**config.mk**
```make
export PLATFORM = sky130hd
export DESIGN_NAME = rtc_coalescer
export DESIGN_NICKNAME = d
export VERILOG_FILES = /design/src/rtl/rtc_coalescer.sv
export SDC_FILE = /design/constraint.sdc
export NUM_CORES = 1
export LEC_CHECK = 0
export BUFFER_PORTS_ARGS = -buffer_cell sky130_fd_sc_hd__buf_2
export CORE_MARGIN = 5
export CORE_UTILIZATION = 50
export CTS_BUF_LIST = sky130_fd_sc_hd__clkbuf_8
export CTS_CLUSTER_SIZE = 12
export DETAILED_ROUTE_END_ITERATION = 10
export GPL_TIMING_DRIVEN = 0
export PLACE_DENSITY_LB_ADDON = 0.1
export RECOVER_POWER = 50
export SETUP_SLACK_MARGIN = 0.1
export SYNTH_ARGS = -nofsm -noshare
export SYNTH_HDL_FRONTEND = slang
export SYNTH_SLANG_ARGS = --single-unit
```
**constraint.sdc**
```tcl
create_clock -name clk -period 19.62 [get_ports clk]
set_input_delay 2.943 -clock clk [delete_from_list [all_inputs] [get_ports clk]]
set_output_delay 2.943 -clock clk [all_outputs]
set_load 0.01 [all_outputs]
```
**src/rtl/rtc_coalescer.sv**
```systemverilog
`timescale 1ns/1ps
module rtc_coalescer #(
  parameter int TB_W         = 48,
  parameter int DLY_W        = 24,
  parameter int TICKS_PER_US = 4,
  parameter int MIN_US       = 500,
  parameter int STUCK_US     = 10000,
  parameter int MAX_UPDATES  = 2
) (
  input  logic             clk,
  input  logic             rst_n,
  input  logic             tgt_valid,
  input  logic [TB_W-1:0]  tgt_time,
  input  logic [TB_W-1:0]  now,
  input  logic             cmd_done,
  input  logic             cmd_ok,
  input  logic             expiry,
  output logic             cmd_req,
  output logic [DLY_W-1:0] cmd_delay_us,
  output logic             cmd_busy,
  output logic             timer_armed,
  output logic             fallback
);
  localparam int CNT_W = $clog2(MAX_UPDATES + 2);
  localparam logic [TB_W-1:0]  TPU_T   = TB_W'(TICKS_PER_US);
  localparam logic [TB_W-1:0]  MIN_T   = TB_W'(MIN_US * TICKS_PER_US);
  localparam logic [TB_W-1:0]  STUCK_T = TB_W'(STUCK_US * TICKS_PER_US);
  localparam logic [CNT_W-1:0] CNT_MAX = CNT_W'(MAX_UPDATES);

  logic [TB_W-1:0]  target_q, expect_q;
  logic [CNT_W-1:0] cnt_q;
  logic [DLY_W-1:0] dly_q;
  logic             pend_q, busy_q, armed_q, fb_q, req_q;

  wire en      = !fb_q;
  wire upd     = tgt_valid && en && (tgt_time != target_q);
  wire hold    = busy_q || pend_q;
  wire earlier = tgt_time < target_q;
  wire [TB_W-1:0] tgt_nx = (upd && (!hold || earlier)) ? tgt_time : target_q;
  wire pend_nx = pend_q || (upd && hold && earlier);
  wire done    = cmd_done && busy_q;
  wire done_ok = done && cmd_ok && en;

  wire [TB_W-1:0] prog_ticks = TB_W'(dly_q) * TPU_T;
  wire [TB_W-1:0] exp_eff    = done_ok ? now + prog_ticks : expect_q;
  wire            armed_eff  = done_ok || (armed_q && !expiry);
  wire [CNT_W-1:0] cnt_eff   = expiry ? '0 : cnt_q;

  wire late  = armed_q && (now > expect_q) && ((now - expect_q) > STUCK_T);
  wire stuck = en && late && !expiry && !done_ok;

  wire try_send = en && !stuck && ((upd && !hold) || (done && pend_nx));
  wire gated    = armed_eff && ((tgt_nx >= exp_eff) || (now >= exp_eff) ||
                                ((exp_eff - now) <= MIN_T));
  wire limited  = cnt_eff > CNT_MAX;
  wire fire     = try_send && !gated && !limited;

  wire [TB_W-1:0]  diff     = tgt_nx - now;
  wire [DLY_W-1:0] delay_nx = ((tgt_nx > now) && (diff > MIN_T)) ?
                              DLY_W'((diff + TPU_T - TB_W'(1)) / TPU_T) :
                              DLY_W'(MIN_US);

  always_ff @(posedge clk) begin
    if (!rst_n) begin
      target_q <= '0;
      expect_q <= '1;
      cnt_q    <= '0;
      dly_q    <= '0;
      pend_q   <= 1'b0;
      busy_q   <= 1'b0;
      armed_q  <= 1'b0;
      fb_q     <= 1'b0;
      req_q    <= 1'b0;
    end else begin
      req_q    <= fire;
      target_q <= tgt_nx;
      pend_q   <= done ? 1'b0 : pend_nx;
      busy_q   <= fire ? 1'b1 : (done ? 1'b0 : busy_q);
      armed_q  <= stuck ? 1'b0 : armed_eff;
      cnt_q    <= fire ? cnt_eff + CNT_W'(1) : cnt_eff;
      if (done_ok) expect_q <= exp_eff;
      if (fire)    dly_q    <= delay_nx;
      if (stuck)   fb_q     <= 1'b1;
    end
  end

  assign cmd_req      = req_q;
  assign cmd_delay_us = dly_q;
  assign cmd_busy     = busy_q;
  assign timer_armed  = armed_q;
  assign fallback     = fb_q;
endmodule

```
==> impl_metrics.py <==
metrics = {
    "floorplan": {
        "die_width_microns": 213,
        "core-area_sq_um": 40700,
        "pin_count": 130,
        "initial_utilization_pct": 50.4,
        "die-height_microns": 213,
        "num_rows": 74,
        "die_area_sq_um": 45200,
    },
    "global_routing": {
        "grt_max_degree": 17,
        "grt_pass1_vias": 20860,
        "grtUsageTotal_pct": 35.2,
        "grt-ovfl-total": 0,
        "grt_pass1_wl_microns": 122000,
        "grt_antenna_before_repair": 2,
    },
    "cts": {
        "numCtsBuffers": 17,
        "cts_tree": "built",
        "clk_latency_ns": 0.49,
        "post_cts_buffers": 0,
        "cts_resized": 0,
        "hold_buffers": 0,
        "cts_max_level": 4,
        "ctsRootBufferMaster": "clkbuf_8",
        "clk_pin_slew_ns": 0.09,
        "cts_sinks": 127,
        "cts_buffer_depth": 2,
    },
    "timing": {
        "setup_viol": 0,
        "final.setup.tns_ns": 0,
        "fmax_ghz": 0.0861,
        "clock-skew-final_ns": 0.0215,
        "rsz0062_at_grt": "false",
        "hold_viol": 0,
        "max-slew-margin-rel_pct": 34.0,
        "drv_slew": 0,
        "finalCriticalPeriod_ns": 11.62,
        "tightest_slew_ns": 0.981,
        "finalCritPeriodShare_pct": 59.2,
    },
    "place": {
        "port_buffers": 129,
        "dp_hpwl_microns": 71000,
        "gp_congestion": 1.06,
        "dp_cells": 3509,
    },
    "setup_path": {
        "critical_path_arrival_ns": 12.05,
        "cp_data_required_time_ns": 20.05,
        "critical_path.max_stage_delay_ns": 0.70,
        "slowest_stage": "nor4_2",
        "startpoint_type": "primary input",
        "crit_fanout": 10,
        "end_kind": "register",
        "path_class": "primary input to register",
    },
    "yosys": {
        "synth_edf_count": 0,
        "syn-num-nets": 3218,
        "ys_seq_elements": 127,
        "syn_avg_cell_area_sq_um": 7.20,
        "synthArstFlopShare_pct": 0,
        "synthFlopType": "dfxtp_1",
        "ys_seq_area_share_pct": 12.4,
        "synth_area_sq_um": 20500,
        "synthCells": 2848,
        "yosys_warnings": 0,
        "ys_types": 107,
    },
    "pwr": {
        "irDropWorstVdd_mv": 0.0360,
        "p_leak_nw": 10.2,
        "power_frac_seq_pct": 21.8,
        "internal_power_uw": 669,
        "switching_power_uw": 663,
        "switching_share_pct": 49.8,
        "power_frac_clock_pct": 17.5,
        "combPwrFrac_pct": 60.7,
        "power.density_nw_per_um2": 60.1,
    },
    "drt": {
        "drt_iter0_drc": 2226,
        "dr_total_vias": 22766,
        "ant_nets": 0,
        "via_per_inst": 6.43,
        "drc": 0,
        "wl_per_cell_microns": 23.5,
        "postRouteWirelength_microns": 83300,
        "first_pass_iters": 6,
    },
    "status": {
        "outcome": "finished clean",
    },
    "finish": {
        "drive_above_1_share_pct": 8.31,
        "area_growth_pct": 8.07,
        "final_cells": 3542,
        "utilization_pct": 54.4,
        "mostFrequentLayoutCells": "nand2_1, ha_1, inv_1",
        "final_nets": 3366,
        "final_common_cell": "nand2_1",
    },
    "worst_hold_path": {
        "worstHoldPathType": "register to register",
    },
    "job": {
        "maxCapViolCount": 0,
    },
}
## metal layers
| layer | vias to the layer above | GRT usage, % | wire, microns |
|---|---|---|---|
| met4 | 2 | 11.9 | 3160 |
| li1 | 10797 | - | - |
| met2 | 1120 | 55.5 | 36400 |
| met3 | 132 | 5.15 | 7430 |
| met5 | - | 0 | 13 |
| met1 | 10715 | 49.4 | 36300 |
## through the flow
stage / total power, mW / setup WS, ns / hold WS [ns] / cell area, sq um
3_3_place_gp: 1.06 / 7.70 / 0.470 / 21800
3_5_place_dp: 1.08 / 7.67 / 0.476 / 21800
4_1_cts: 1.31 / 8.14 / 0.488 / 22200
5_1_grt: 1.41 / 7.83 / 0.504 / 22200
2_1_floorplan: 0.841 / 10.46 / 0.470 / 20500
6_report: 1.33 / 8.00 / 0.496 / 22200
## path summary, 6_finish.rpt
check | start | endpoint | slack [ns] | cells after the start
setup / recovery | tgt_time[45] | cmd_delay_us[6] | 8.00 | 27
hold / removal | cmd_delay_us[16] | cmd_delay_us[16] | 0.50 | 2
setup reg to reg | target_q[45] | cmd_delay_us[6] | 10.18 | 27
hold reg to reg | cmd_delay_us[16] | cmd_delay_us[16] | 0.50 | 2
## cell usage after synthesis (all sizes together) (14+ instances only)
cell	n	area, sq um
clkbuf	102	383
nor2	191	719
nand2b	28	175
and2	64	403
a21o	103	773
nor4	37	259
a211oi	31	238
o21bai	24	180
a2111oi	22	243
nand3	84	425
or3	19	119
or2	17	106
o211ai	44	340
mux2	52	586
a21oi	219	1120
o22ai	18	125
and3	40	250
inv	239	897
buf	27	163
or4	18	150
o21a	48	360
ha	265	3320
nand4	79	507
o21ai	149	749
dfxtp	127	2540
mux2i	53	531
nor3	74	370
xor2	32	280
nor2b	25	156
nand2	277	1040
xnor2	84	736
a21boi	14	105
a31oi	29	181
and4	15	131
## worst max-delay path, delay by kind of cell
family                   cells  cell delay [ns]
AND/OR/NAND/NOR              9             3.11
adder cells (fa/ha/maj)      3             0.96
XOR/XNOR                     1             0.26
AO/OA/AOI/OAI                9             2.81
buffers and inverters        4             1.41
multiplexers                 1             0.51
## kinds of logic after synthesis
logic type / Yosys count / share of synthesized area, %
compound gates: 858 / 28.6
xor+xnor: 116 / 4.95
fa+ha+maj: 268 / 16.5
buf+inv: 369 / 7.05
flops: 127 / 12.4
mux: 105 / 5.44
simple gates: 1005 / 25.1
## area by class of cell
cell class / count / area, sq um
Fill cell: 4119 / 18600
Multi-Input combinational cell: 2352 / 16500
Sequential cell: 127 / 2540
Inverter: 240 / 901
Tap cell: 532 / 666
Timing Repair Buffer: 129 / 606
Buffer: 129 / 546
Clock buffer: 17 / 234
Clock inverter: 15 / 148
Antenna cell: 1 / 2.50
## flip-flops by register name, indices dropped and copies added (netlist names), 2 cells and up
signal,count
cnt_q,2
expect_q,48
cmd_delay_us,24
target_q,48
## power by group through the flow
stage | Clock (mW) | Sequential, mW | Combinational [mW]
2_1_floorplan | 0 | 0.294 | 0.547
3_3_place_gp | 0 | 0.295 | 0.770
6_report | 0.233 | 0.290 | 0.809
3_5_place_dp | 0 | 0.296 | 0.782
4_1_cts | 0.233 | 0.290 | 0.786
5_1_grt | 0.244 | 0.292 | 0.873
No activity file was read; power rests on OpenSTA's default activity.
